[src/rtl/vfa_pkg.sv]
package vfa_pkg;
  localparam int MODE_W = 3;
  localparam int HPIX_W = 11;
  localparam int VLIN_W = 10;
  localparam int PLN_W  = 4;

  typedef enum logic [MODE_W-1:0] {
    VM_LO   = 3'd0,
    VM_MID  = 3'd1,
    VM_HI   = 3'd2,
    VM_RSV3 = 3'd3,
    VM_WIDE = 3'd4,
    VM_RSV5 = 3'd5,
    VM_MONO = 3'd6,
    VM_DEEP = 3'd7
  } vmode_e;

  typedef struct packed {
    logic [HPIX_W-1:0] hpix;
    logic [VLIN_W-1:0] vlin;
    logic [PLN_W-1:0]  planes;
  } vgeom_t;

  function automatic logic sw_selectable(input logic [MODE_W-1:0] c);
    case (vmode_e'(c))
      VM_LO, VM_MID, VM_HI, VM_WIDE, VM_DEEP: return 1'b1;
      default:                                return 1'b0;
    endcase
  endfunction

  function automatic logic is_doubled(input logic [MODE_W-1:0] c);
    return (vmode_e'(c) == VM_LO) || (vmode_e'(c) == VM_MID);
  endfunction

  function automatic logic is_extended(input logic [MODE_W-1:0] c);
    return c[MODE_W-1];
  endfunction

  function automatic vgeom_t geom_of(input logic [MODE_W-1:0] c);
    vgeom_t g;
    case (vmode_e'(c))
      VM_LO:   g = '{hpix: 11'd320,  vlin: 10'd200, planes: 4'd4};
      VM_MID:  g = '{hpix: 11'd640,  vlin: 10'd200, planes: 4'd2};
      VM_HI:   g = '{hpix: 11'd640,  vlin: 10'd400, planes: 4'd1};
      VM_WIDE: g = '{hpix: 11'd640,  vlin: 10'd480, planes: 4'd4};
      VM_MONO: g = '{hpix: 11'd1280, vlin: 10'd960, planes: 4'd1};
      VM_DEEP: g = '{hpix: 11'd320,  vlin: 10'd480, planes: 4'd8};
      default: g = '0;
    endcase
    return g;
  endfunction
endpackage

[src/rtl/vfa_base_regs.sv]
module vfa_base_regs #(
  parameter int NBYTES     = 3,
  parameter int REG_AW     = 4,
  parameter int ALIGN_BITS = 3,
  parameter int BASE_IDX0  = 0,
  localparam int ADDR_W    = 8 * NBYTES
) (
  input  logic              clk,
  input  logic              rst,
  input  logic              we,
  input  logic [REG_AW-1:0] addr,
  input  logic [7:0]        wdata,
  output logic [ADDR_W-1:0] base
);
  logic [7:0] byte_q [NBYTES];

  for (genvar i = 0; i < NBYTES; i++) begin : g_byte
    localparam logic [7:0] KEEP = (i == NBYTES - 1) ? ~8'((1 << ALIGN_BITS) - 1) : 8'hFF;
    always_ff @(posedge clk) begin
      if (rst) begin
        byte_q[i] <= '0;
      end else if (we && addr == REG_AW'(BASE_IDX0 + i)) begin
        byte_q[i] <= wdata & KEEP;
      end
    end
    assign base[(NBYTES-1-i)*8 +: 8] = byte_q[i];
  end

  // the frame base never holds a misaligned address
  p_base_align_r2: assert property (@(posedge clk) disable iff (rst)
    base[ALIGN_BITS-1:0] == '0);
endmodule

[src/rtl/vfa_fetch_ctr.sv]
module vfa_fetch_ctr #(
  parameter int NBYTES     = 3,
  parameter int REG_AW     = 4,
  parameter int ALIGN_BITS = 3,
  parameter int CNT_IDX0   = 3,
  localparam int ADDR_W    = 8 * NBYTES,
  localparam int STEP      = 1 << ALIGN_BITS
) (
  input  logic              clk,
  input  logic              rst,
  input  logic              we,
  input  logic [REG_AW-1:0] addr,
  input  logic [7:0]        wdata,
  input  logic              vblank,
  input  logic              fetch_stb,
  input  logic [ADDR_W-1:0] base,
  output logic [ADDR_W-1:0] cnt_q
);
  logic              cpu_hit;
  logic [ADDR_W-1:0] nxt;

  assign cpu_hit = we && (addr >= REG_AW'(CNT_IDX0)) && (addr < REG_AW'(CNT_IDX0 + NBYTES));

  always_comb begin
    nxt = cnt_q;
    if (vblank) begin
      nxt = base;
    end else if (cpu_hit) begin
      for (int i = 0; i < NBYTES; i++) begin
        if (addr == REG_AW'(CNT_IDX0 + i)) nxt[(NBYTES-1-i)*8 +: 8] = wdata;
      end
      nxt[ALIGN_BITS-1:0] = '0;
    end else if (fetch_stb) begin
      nxt = cnt_q + ADDR_W'(STEP);
    end
  end

  always_ff @(posedge clk) begin
    if (rst) cnt_q <= '0;
    else     cnt_q <= nxt;
  end

  // the live pointer stays word aligned after any write
  p_align_r5: assert property (@(posedge clk) disable iff (rst)
    cnt_q[ALIGN_BITS-1:0] == '0);
  // a blank pulse reloads from the base
  p_reload_r3: assert property (@(posedge clk) disable iff (rst)
    vblank |=> cnt_q == $past(base));
  // an unobstructed strobe steps one word
  p_step_r4: assert property (@(posedge clk) disable iff (rst)
    (fetch_stb && !vblank && !cpu_hit) |=> cnt_q == $past(cnt_q) + ADDR_W'(STEP));
  // with nothing happening the pointer holds
  p_hold_r4: assert property (@(posedge clk) disable iff (rst)
    (!fetch_stb && !vblank && !cpu_hit) |=> $stable(cnt_q));
endmodule

[src/rtl/vfa_mode_reg.sv]
module vfa_mode_reg
  import vfa_pkg::*;
#(
  parameter int REG_AW  = 4,
  parameter int LEG_IDX = 6,
  parameter int EXT_IDX = 7
) (
  input  logic              clk,
  input  logic              rst,
  input  logic              we,
  input  logic [REG_AW-1:0] addr,
  input  logic [MODE_W-1:0] wdata,
  output logic [MODE_W-1:0] mode_q
);
  logic [MODE_W-1:0] req;
  logic              hit;

  always_comb begin
    hit = 1'b0;
    req = mode_q;
    if (we && addr == REG_AW'(EXT_IDX)) begin
      hit = 1'b1;
      req = wdata;
    end else if (we && addr == REG_AW'(LEG_IDX)) begin
      hit = 1'b1;
      req = {1'b0, wdata[MODE_W-2:0]};
    end
  end

  always_ff @(posedge clk) begin
    if (rst) mode_q <= VM_LO;
    else if (hit && sw_selectable(req)) mode_q <= req;
  end

  // stored mode is never a reserved or hardware-only code
  p_no_rsvd_r6: assert property (@(posedge clk) disable iff (rst)
    mode_q != VM_RSV3 && mode_q != VM_RSV5 && mode_q != VM_MONO);
endmodule

[src/rtl/vfa_mode_decode.sv]
module vfa_mode_decode
  import vfa_pkg::*;
(
  input  logic              clk,
  input  logic              rst,
  input  logic [MODE_W-1:0] mode_eff,
  input  logic              line_end,
  input  logic              vblank,
  output logic [MODE_W-1:0] mode_out,
  output logic [HPIX_W-1:0] hpix,
  output logic [VLIN_W-1:0] vlin,
  output logic [PLN_W-1:0]  planes,
  output logic              line_dbl,
  output logic              hline_evt
);
  localparam vgeom_t RST_GEOM = geom_of(VM_LO);
  vgeom_t g;
  logic   dbl;
  logic   second_q;

  assign g   = geom_of(mode_eff);
  assign dbl = is_doubled(mode_eff);

  always_ff @(posedge clk) begin
    if (rst) begin
      mode_out <= VM_LO;
      hpix     <= RST_GEOM.hpix;
      vlin     <= RST_GEOM.vlin;
      planes   <= RST_GEOM.planes;
      line_dbl <= 1'b1;
    end else begin
      mode_out <= mode_eff;
      hpix     <= g.hpix;
      vlin     <= g.vlin;
      planes   <= g.planes;
      line_dbl <= dbl;
    end
  end

  always_ff @(posedge clk) begin
    if (rst || vblank) begin
      second_q  <= 1'b0;
      hline_evt <= 1'b0;
    end else if (line_end) begin
      if (dbl) begin
        hline_evt <= second_q;
        second_q  <= !second_q;
      end else begin
        hline_evt <= 1'b1;
        second_q  <= 1'b0;
      end
    end else begin
      hline_evt <= 1'b0;
    end
  end

  // single-drawn modes report every line
  p_every_line_r9: assert property (@(posedge clk) disable iff (rst)
    (line_end && !vblank && !dbl) |=> hline_evt);
  // the first copy of a doubled line raises no event
  p_first_copy_r9: assert property (@(posedge clk) disable iff (rst)
    (line_end && !vblank && dbl && !second_q) |=> !hline_evt);
  // no event without a line end
  p_no_spur_r9: assert property (@(posedge clk) disable iff (rst)
    !line_end |=> !hline_evt);
endmodule

[src/rtl/vfa_top.sv]
module vfa_top
  import vfa_pkg::*;
#(
  parameter int NBYTES     = 3,
  parameter int REG_AW     = 4,
  parameter int ALIGN_BITS = 3,
  localparam int ADDR_W    = 8 * NBYTES,
  localparam int BASE_IDX0 = 0,
  localparam int CNT_IDX0  = NBYTES,
  localparam int LEG_IDX   = 2 * NBYTES,
  localparam int EXT_IDX   = 2 * NBYTES + 1
) (
  input  logic              clk,
  input  logic              rst,
  input  logic              reg_we,
  input  logic [REG_AW-1:0] reg_addr,
  input  logic [7:0]        reg_wdata,
  output logic [7:0]        reg_rdata,
  input  logic              fetch_stb,
  input  logic              vblank,
  input  logic              line_end,
  input  logic              mon_hi,
  output logic [ADDR_W-1:0] fetch_addr,
  output logic [MODE_W-1:0] mode_out,
  output logic [HPIX_W-1:0] hpix,
  output logic [VLIN_W-1:0] vlin,
  output logic [PLN_W-1:0]  planes,
  output logic              line_dbl,
  output logic              hline_evt
);
  logic [ADDR_W-1:0] base;
  logic [MODE_W-1:0] mode_q;
  logic [MODE_W-1:0] mode_eff;
  logic [7:0]        rd_nxt;

  vfa_base_regs #(.NBYTES(NBYTES), .REG_AW(REG_AW), .ALIGN_BITS(ALIGN_BITS),
                  .BASE_IDX0(BASE_IDX0)) i_base (
    .clk(clk), .rst(rst), .we(reg_we), .addr(reg_addr), .wdata(reg_wdata), .base(base)
  );

  vfa_fetch_ctr #(.NBYTES(NBYTES), .REG_AW(REG_AW), .ALIGN_BITS(ALIGN_BITS),
                  .CNT_IDX0(CNT_IDX0)) i_ctr (
    .clk(clk), .rst(rst), .we(reg_we), .addr(reg_addr), .wdata(reg_wdata),
    .vblank(vblank), .fetch_stb(fetch_stb), .base(base), .cnt_q(fetch_addr)
  );

  vfa_mode_reg #(.REG_AW(REG_AW), .LEG_IDX(LEG_IDX), .EXT_IDX(EXT_IDX)) i_mode (
    .clk(clk), .rst(rst), .we(reg_we), .addr(reg_addr),
    .wdata(reg_wdata[MODE_W-1:0]), .mode_q(mode_q)
  );

  assign mode_eff = mon_hi ? VM_MONO : mode_q;

  vfa_mode_decode i_dec (
    .clk(clk), .rst(rst), .mode_eff(mode_eff), .line_end(line_end), .vblank(vblank),
    .mode_out(mode_out), .hpix(hpix), .vlin(vlin), .planes(planes),
    .line_dbl(line_dbl), .hline_evt(hline_evt)
  );

  always_comb begin
    rd_nxt = '0;
    for (int i = 0; i < NBYTES; i++) begin
      if (reg_addr == REG_AW'(BASE_IDX0 + i)) rd_nxt = base[(NBYTES-1-i)*8 +: 8];
      if (reg_addr == REG_AW'(CNT_IDX0 + i))  rd_nxt = fetch_addr[(NBYTES-1-i)*8 +: 8];
    end
    if (reg_addr == REG_AW'(LEG_IDX))
      rd_nxt = is_extended(mode_eff) ? 8'(mode_eff) : 8'(mode_eff[MODE_W-2:0]);
    if (reg_addr == REG_AW'(EXT_IDX)) rd_nxt = 8'(mode_eff);
  end

  always_ff @(posedge clk) begin
    if (rst) reg_rdata <= '0;
    else     reg_rdata <= rd_nxt;
  end

  // monitor detect overrides the stored mode
  p_force_r7: assert property (@(posedge clk) disable iff (rst)
    mon_hi |=> mode_out == VM_MONO);
  // legacy reads expose the whole code in extended modes
  p_alias_r10: assert property (@(posedge clk) disable iff (rst)
    (reg_addr == REG_AW'(LEG_IDX) && mode_eff[MODE_W-1]) |=> reg_rdata[MODE_W-1]);
endmodule

[config.mk]
export PLATFORM = sky130hd
export DESIGN_NAME = vfa_top
export DESIGN_NICKNAME = d
export VERILOG_FILES = /design/src/rtl/vfa_pkg.sv /design/src/rtl/vfa_base_regs.sv /design/src/rtl/vfa_fetch_ctr.sv /design/src/rtl/vfa_mode_reg.sv /design/src/rtl/vfa_mode_decode.sv /design/src/rtl/vfa_top.sv
export SDC_FILE = /design/constraint.sdc
export NUM_CORES = 1
export LEC_CHECK = 0
export BUFFER_PORTS_ARGS = -buffer_cell sky130_fd_sc_hd__buf_2
export CAP_MARGIN = 5
export CORE_MARGIN = 2
export CORE_UTILIZATION = 50
export DETAILED_ROUTE_END_ITERATION = 12
export GPL_ROUTABILITY_DRIVEN = 1
export GPL_TIMING_DRIVEN = 0
export HOLD_SLACK_MARGIN = 0.1
export PLACE_DENSITY = 0.79
export SETUP_SLACK_MARGIN = 0.1
export SLEW_MARGIN = 10
export SYNTH_ARGS = -nofsm -noshare
export SYNTH_HDL_FRONTEND = slang
export SYNTH_SLANG_ARGS = --single-unit
[constraint.sdc]
create_clock -name clk -period 2.6 [get_ports clk]
set_input_delay 0.52 -clock clk [delete_from_list [all_inputs] [get_ports clk]]
set_output_delay 0.52 -clock clk [all_outputs]
set_load 0.02 [all_outputs]
==> results of run 1 <==
==> cell usage after synthesis (all sizes together), types with 6 or more instances <==
cell type / number
a211oi: 9
nand2: 44
o22ai: 7
nor4: 13
or3: 8
nor3: 13
o21ai: 21
dfxtp: 52
nor2: 39
a22oi: 8
nand3: 21
a211o: 9
clkbuf: 21
a311oi: 6
inv: 9
buf: 28
and3: 8
edfxtp: 21
and2: 24
a21oi: 29
==> per-layer routing <==
metal  global-route usage (%)  share of wire (%)  up-vias
li1                         -                  -     1894
met1                     43.2                 42     1967
met2                     47.9                 45      266
met3                     5.38                9.7       35
met4                     12.4                3.0        0
met5                        0                  0        -
==> sequential cells by signal, indices dropped and copies added (netlist names) <==
signal	cells
i_base.byte_q	21
i_dec.hline_evt	1
i_mode.mode_q	3
i_dec.planes	4
reg_rdata	8
i_dec.second_q	1
i_ctr.cnt_q	21
i_dec.vlin	7
i_dec.mode_out	3
i_dec.hpix	3
i_dec.line_dbl	1
==> layout make-up <==
type                    count  area [sq um]  area share (%)
plain buffers              49           251            5.31
clock buffers              10           138            2.91
clock inverters             6          41.3           0.873
inverters                  10          37.5           0.793
multi-input cells         351          2130            45.0
flip-flops and latches     73          1670            35.3
well taps                 102           128            2.70
repair buffers             66           335            7.09
==> through the flow <==
stage / setup WS [ns] / instance area [sq um] / util, % / hold WS (ns)
final: 0.285 / 4730 / 60.9 / 0.402
after global routing: 0.199 / 4730 / 60.9 / 0.407
after CTS: 0.252 / 4710 / 60.7 / 0.407
after detailed placement: -0.102 / 4530 / 58.4 / 0.526
after global placement: -0.670 / 4520 / 58.2 / 0.506
after floorplan: 0.137 / 4070 / - / 0.495
==> worst paths after layout <==
check | end
worst max-delay path | i_ctr.cnt_q[23]
worst max register to register | i_ctr.cnt_q[23]
worst min-delay path | i_dec.hline_evt
worst min register to register | i_ctr.cnt_q[4]
==> what timing repair did <==
action                     CTS  global route
resized for setup            0             1
setup buffers                0             1
setup endpoints to repair    0             1
==> power breakdown <==
group          internal, mW  switching (mW)
Sequential             1.23          0.0676
Combinational         0.168           0.318
Clock                 0.374           0.458
==> kinds of logic after synthesis <==
group / count (synthesis)
adder cells (fa/ha/maj): 1
AO/OA/AOI/OAI: 131
flip-flops: 73
multiplexers: 5
other: 1
AND/OR/NAND/NOR: 194
buffers and inverters: 59
XOR/XNOR: 8
==> flow_summary_export.csv, run 1 <==
group,metric,value,unit
run_status,outcome,"completed",
placement,hpwl,9.75,mm
detailed_routing,drt.antenna.violating_nets,0,
floorplan,rows,32,
final_layout,syn_to_final_growth,17.4,%
worst_setup_path,critPathBufInv,1,
clock_tree,ctsLongestPathBuffers,2,
clock_tree,cts.sinks,73,
detailed_routing,drt_iter0_markers,533,
clock_tree,htreeDepth,3,
clock_tree,clock-root-buffer,"clkbuf_8",
worst_hold_path,hold_class,"in -> reg",
pwr,p_leak,1.94,nW
worst_hold_path,min_path_cells,2,
final_layout,antenna_cells,0,
grt,grt_pass1_wl,20.6,mm
synthesis,synth-seq-cells,73,
detailed_routing,viasPerCell,6.24,
worst_setup_path,path_class,"reg -> reg",
final_layout,layout_commonest_cell,"buf_2",
clock_tree,hold_buffers,0,
timing,finalClockSkew,0.00621,ns
floorplan,dieArea,8790,sq um
timing,fmax,0.432,GHz
synthesis,ys.flop_type,"dfxtp_1",
worst_setup_path,cp_num_cells,7,
floorplan,fp.dieW,93.8,microns
grt,grt_overflow,0,
synthesis,netlist_instances,472,
clock_tree,cts_tree,"yes",
detailed_routing,vias,4162,
worst_setup_path,reg2reg_from,"i_ctr.cnt_q[3]",
worst_setup_path,cpMaxStageDelayCell,"or4_1",
floorplan,die_h,93.8,microns
worst_setup_path,rrSetupSlack,0.28,ns
worst_setup_path,worstPathMaxFanout,8,
detailed_routing,drt_pre_antenna_iters,5,
pwr,power.density,553,nW/um^2
worst_setup_path,crit_start,"i_ctr.cnt_q[3]",
detailed_routing,drc_errors,0,
floorplan,ios,81,
synthesis,synthAdderAreaFrac,0.310,%
timing,maxSlewHeadroom,41.0,%
final_layout,fillerInstances,737,
placement,gp_congestion,0.997,
synthesis,synthSimpleGateAreaFrac,25.2,%
pwr,power,2.62,mW
final_layout,final_cell_mix,"buf_2 (73), dfxtp_1 (52), nand2_1 (43)",
pwr,ir_drop,0.283,mV
clock_tree,worstSkewPairLatency,0.36,ns
synthesis,synth_top_area_share,25.8,%
worst_hold_path,hp-start,"line_end",
synthesis,synth_area_leader_cell,"dfxtp_1",
synthesis,yosys-top-cells-area,"dfxtp_1 (26%), edfxtp_1 (16%), nand2_1 (4.0%), and2_1 (3.7%), nor2_1 (3.6%)",
synthesis,synth_top_family_by_area,"simple AND/OR/NAND/NOR gates",
placement,place_inst,650,
clock_tree,clk_pin_slew,0.08,ns
timing,hold_violations,0,
timing,worst_slew_pin_slew,0.877,ns
timing,finalCriticalPeriod,2.32,ns
floorplan,start_util,51.9,%
synthesis,async_flop_share,0,%
synthesis,yosys.area_share.xor_xnor,1.74,%
synthesis,synth_area,4030,sq um
floorplan,core_area,7770,sq um
grt,grt_use_total,31.0,%
job,cap_viol_max_count,0,
worst_setup_path,crit_chain,"ha_1 -> nand3_2 -> nor4_4 -> buf_4 -> nand3_1 -> or4_1 -> a31oi_1",
worst_setup_path,endpoint_kind,"flip-flop",
timing,drv_slew,0,
final_layout,nets,580,
worst_setup_path,critPathMaxStageDelay,0.48,ns
grt,grt_max_degree,14,
final_layout,fin_cells,667,
synthesis,synth_edf_count,21,
timing,fin_crit_sh,89.1,%
grt,antenna_found_initial,0,
timing,rsz0062_at_grt,"no",
timing,finalSetupTns,0,ns
worst_setup_path,critPathArrivalTime,2.59,ns
clock_tree,numCtsBuffers,9,
grt,grt_pass1_vias,3715,
worst_setup_path,crit_required,2.88,ns
synthesis,synth.area.mux_share,1.33,%
detailed_routing,wl_per_cell,19.9,microns
worst_setup_path,cp-start-kind,"flip-flop",
synthesis,yosysWarningCount,0,
synthesis,ys_seq_area_share,41.5,%
worst_setup_path,cp_top_family,"simple AND/OR/NAND/NOR gates",
timing,setup_viol,0,
final_layout,drive_above_1_share,22.3,%
placement,numPortBuffers,64,
synthesis,syn_area_per_cell,8.54,sq um
detailed_routing,wirelength,13.3,mm
synthesis,synth-compound-area-share,22.7,%
worst_setup_path,reg2regPathDepth,7,
synthesis,synth_cell_types,67,
Power figures use the tool's default switching activity.
==> inputs of run 2 (changes only) <==
--- a/config.mk
+++ b/config.mk
@@ -8,12 +8,13 @@
 export BUFFER_PORTS_ARGS = -buffer_cell sky130_fd_sc_hd__buf_2
 export CAP_MARGIN = 5
 export CORE_MARGIN = 2
-export CORE_UTILIZATION = 50
+export CORE_UTILIZATION = 52
+export CTS_BUF_LIST = sky130_fd_sc_hd__clkbuf_4 sky130_fd_sc_hd__clkbuf_8
 export DETAILED_ROUTE_END_ITERATION = 12
-export GPL_ROUTABILITY_DRIVEN = 1
+export GPL_ROUTABILITY_DRIVEN = 0
 export GPL_TIMING_DRIVEN = 0
 export HOLD_SLACK_MARGIN = 0.1
-export PLACE_DENSITY = 0.79
+export PLACE_DENSITY = 0.81
 export SETUP_SLACK_MARGIN = 0.1
 export SLEW_MARGIN = 10
 export SYNTH_ARGS = -nofsm -noshare
==> run 2 against run 1 <==
Wire length down 7.0%. Count of clock-buffer cells in the layout down 1. Combinational power down 0.8%. Final area up 0.66%. Global-route usage down 1.4 points. Critical path type unchanged. Largest cell class unchanged. Largest power group unchanged.
==> flow_summary_export.csv, run 2 (synthesis gave the netlist of run 1 again) <==
group,metric,value,unit
run_status,outcome,"completed",
grt,use_met1,40.3,%
placement,numPortBuffers,64,
detailed_routing,vias,4169,
final_layout,nets,579,
detailed_routing,drt_iter0_markers,580,
grt,grt_overflow,0,
clock_tree,ctsLongestPathBuffers,2,
worst_hold_path,min_path_cells,2,
clock_tree,cts_setup_buffers,0,
pwr,ir_drop,0.383,mV
final_layout,final_area,4760,sq um
detailed_routing,drt.antenna.violating_nets,0,
timing,worst_slew_pin_slew,0.957,ns
clock_tree,cts.sinks,73,
floorplan,core_area,7610,sq um
final_layout,fillerInstances,677,
worst_setup_path,cpMaxStageDelayCell,"or4_1",
floorplan,start_util,53.0,%
grt,grt_max_degree,15,
worst_setup_path,critPathArrivalTime,2.63,ns
grt,top_usage_layer,"met2",
final_layout,largestRegisters,"i_base.byte_q: 21 flops, i_ctr.cnt_q: 21 flops, reg_rdata: 8 flops",
worst_setup_path,worstPathMaxFanout,8,
worst_setup_path,crit_required,2.89,ns
detailed_routing,drt_pre_antenna_iters,6,
timing,rsz0062_at_grt,"no",
job,cap_viol_max_count,0,
floorplan,fp.dieW,92.0,microns
worst_setup_path,crit_top_cell,"nand3_1",
timing,maxSlewHeadroom,35.6,%
detailed_routing,wl_per_cell,18.5,microns
clock_tree,clk_pin_slew,0.08,ns
detailed_routing,drc_errors,0,
pwr,power,2.80,mW
grt,grt_pass1_vias,3792,
final_layout,final_util,62.6,%
placement,hpwl,8.80,mm
worst_setup_path,reg2reg_to,"i_ctr.cnt_q[23]",
grt,use_met2,43.2,%
clock_tree,hold_buffers,0,
placement,post_dp_cell_area,4530,sq um
worst_hold_path,hold_class,"in -> reg",
timing,finalCriticalPeriod,2.34,ns
placement,place_inst,650,
floorplan,dieArea,8470,sq um
final_layout,antenna_cells,0,
worst_setup_path,crit_chain,"ha_1 -> nand3_1 -> nor4_4 -> nand3_1 -> or4_1 -> a31oi_1",
clock_tree,cts-resized-gates,0,
worst_setup_path,reg2regPathDepth,6,
floorplan,ios,81,
grt,antenna_found_initial,0,
timing,drv_slew,0,
worst_setup_path,path_class,"reg -> reg",
clock_tree,worstSkewPairLatency,0.36,ns
timing,fmax,0.427,GHz
clock_tree,cts_tree,"yes",
final_layout,fin_cells,666,
detailed_routing,viasPerCell,6.26,
final_layout,final_cell_mix,"buf_2 (73), dfxtp_1 (52), nand2_1 (43)",
detailed_routing,wirelength,12.3,mm
worst_setup_path,cp-start-kind,"flip-flop",
worst_setup_path,endpoint_kind,"flip-flop",
clock_tree,numCtsBuffers,9,
final_layout,drive_above_1_share,22.0,%
worst_hold_path,hp-start,"mon_hi",
floorplan,rows,32,
timing,fin_crit_sh,90.1,%
worst_setup_path,reg2reg_from,"i_ctr.cnt_q[3]",
pwr,power.density,588,nW/um^2
pwr,p_leak,1.95,nW
timing,finalHoldWorstSlack,0.401,ns
floorplan,die_h,92.0,microns
timing,setup_viol,0,
timing,hold_violations,0,
worst_hold_path,whs_endpoint,"i_dec.vlin[6]",
worst_setup_path,critPathMaxStageDelay,0.48,ns
grt,grtUsageMet3,5.51,%
final_layout,syn_to_final_growth,18.2,%
final_layout,layout_commonest_cell,"buf_2",
clock_tree,htreeDepth,3,
grt,grt_use_total,29.6,%
worst_setup_path,rrSetupSlack,0.26,ns
grt,grt_pass1_wl,19.5,mm
timing,finalClockSkew,0.00661,ns
clock_tree,clock-root-buffer,"clkbuf_8",
## run 2: final cells by class
| cell class | instances | area, sq um | share of cell area (%) |
|---|---|---|---|
| plain buffers | 49 | 251 | 5.28 |
| clock buffers | 9 | 124 | 2.60 |
| repair buffers | 65 | 328 | 6.88 |
| well taps | 102 | 128 | 2.68 |
| multi-input cells | 351 | 2120 | 44.6 |
| inverters | 10 | 37.5 | 0.788 |
| clock inverters | 7 | 98.8 | 2.08 |
| flip-flops and latches | 73 | 1670 | 35.1 |
## run 2: how the worst max path moves through the flow
stage | from | to
floorplan | reg_addr[3] | i_base.byte_q[1][0]
global placement | reg_addr[0] | i_base.byte_q[1][7]
detailed placement | reg_addr[0] | i_base.byte_q[1][6]
CTS | reg_addr[0] | i_base.byte_q[1][6]
global route | i_ctr.cnt_q[3] | i_ctr.cnt_q[23]
finish | i_ctr.cnt_q[3] | i_ctr.cnt_q[23]
## run 2: critical path: cells and delay by family (launching register included)
kind            cells  cell delay (ns)
flops               1             0.43
simple gates        4             1.36
compound gates      1             0.18
fa+ha+maj           1             0.29
## run 2: through the flow
stage / setup TNS [ns] / setup slack [ns]
after global placement: -5.64 / -0.706
after CTS: 0 / 0.223
final: 0 / 0.259
after global routing: 0 / 0.108
after floorplan: 0 / 0.137
after detailed placement: -1.17 / -0.153
## run 2: power breakdown
part | internal (mW) | leakage (nW) | total [mW] | switching, mW
clock network | 0.551 | 0.115 | 1.02 | 0.473
registers | 1.23 | 0.629 | 1.30 | 0.0636
logic | 0.168 | 1.21 | 0.482 | 0.314
## run 2: routing by layer
layer | part of all wire, % | wire length [microns] | vias up
li1 | - | - | 1898
met1 | 39 | 4780 | 1876
met2 | 43 | 5330 | 317
met3 | 13 | 1570 | 78
met4 | 5.3 | 650 | 0
met5 | 0 | 0 | -
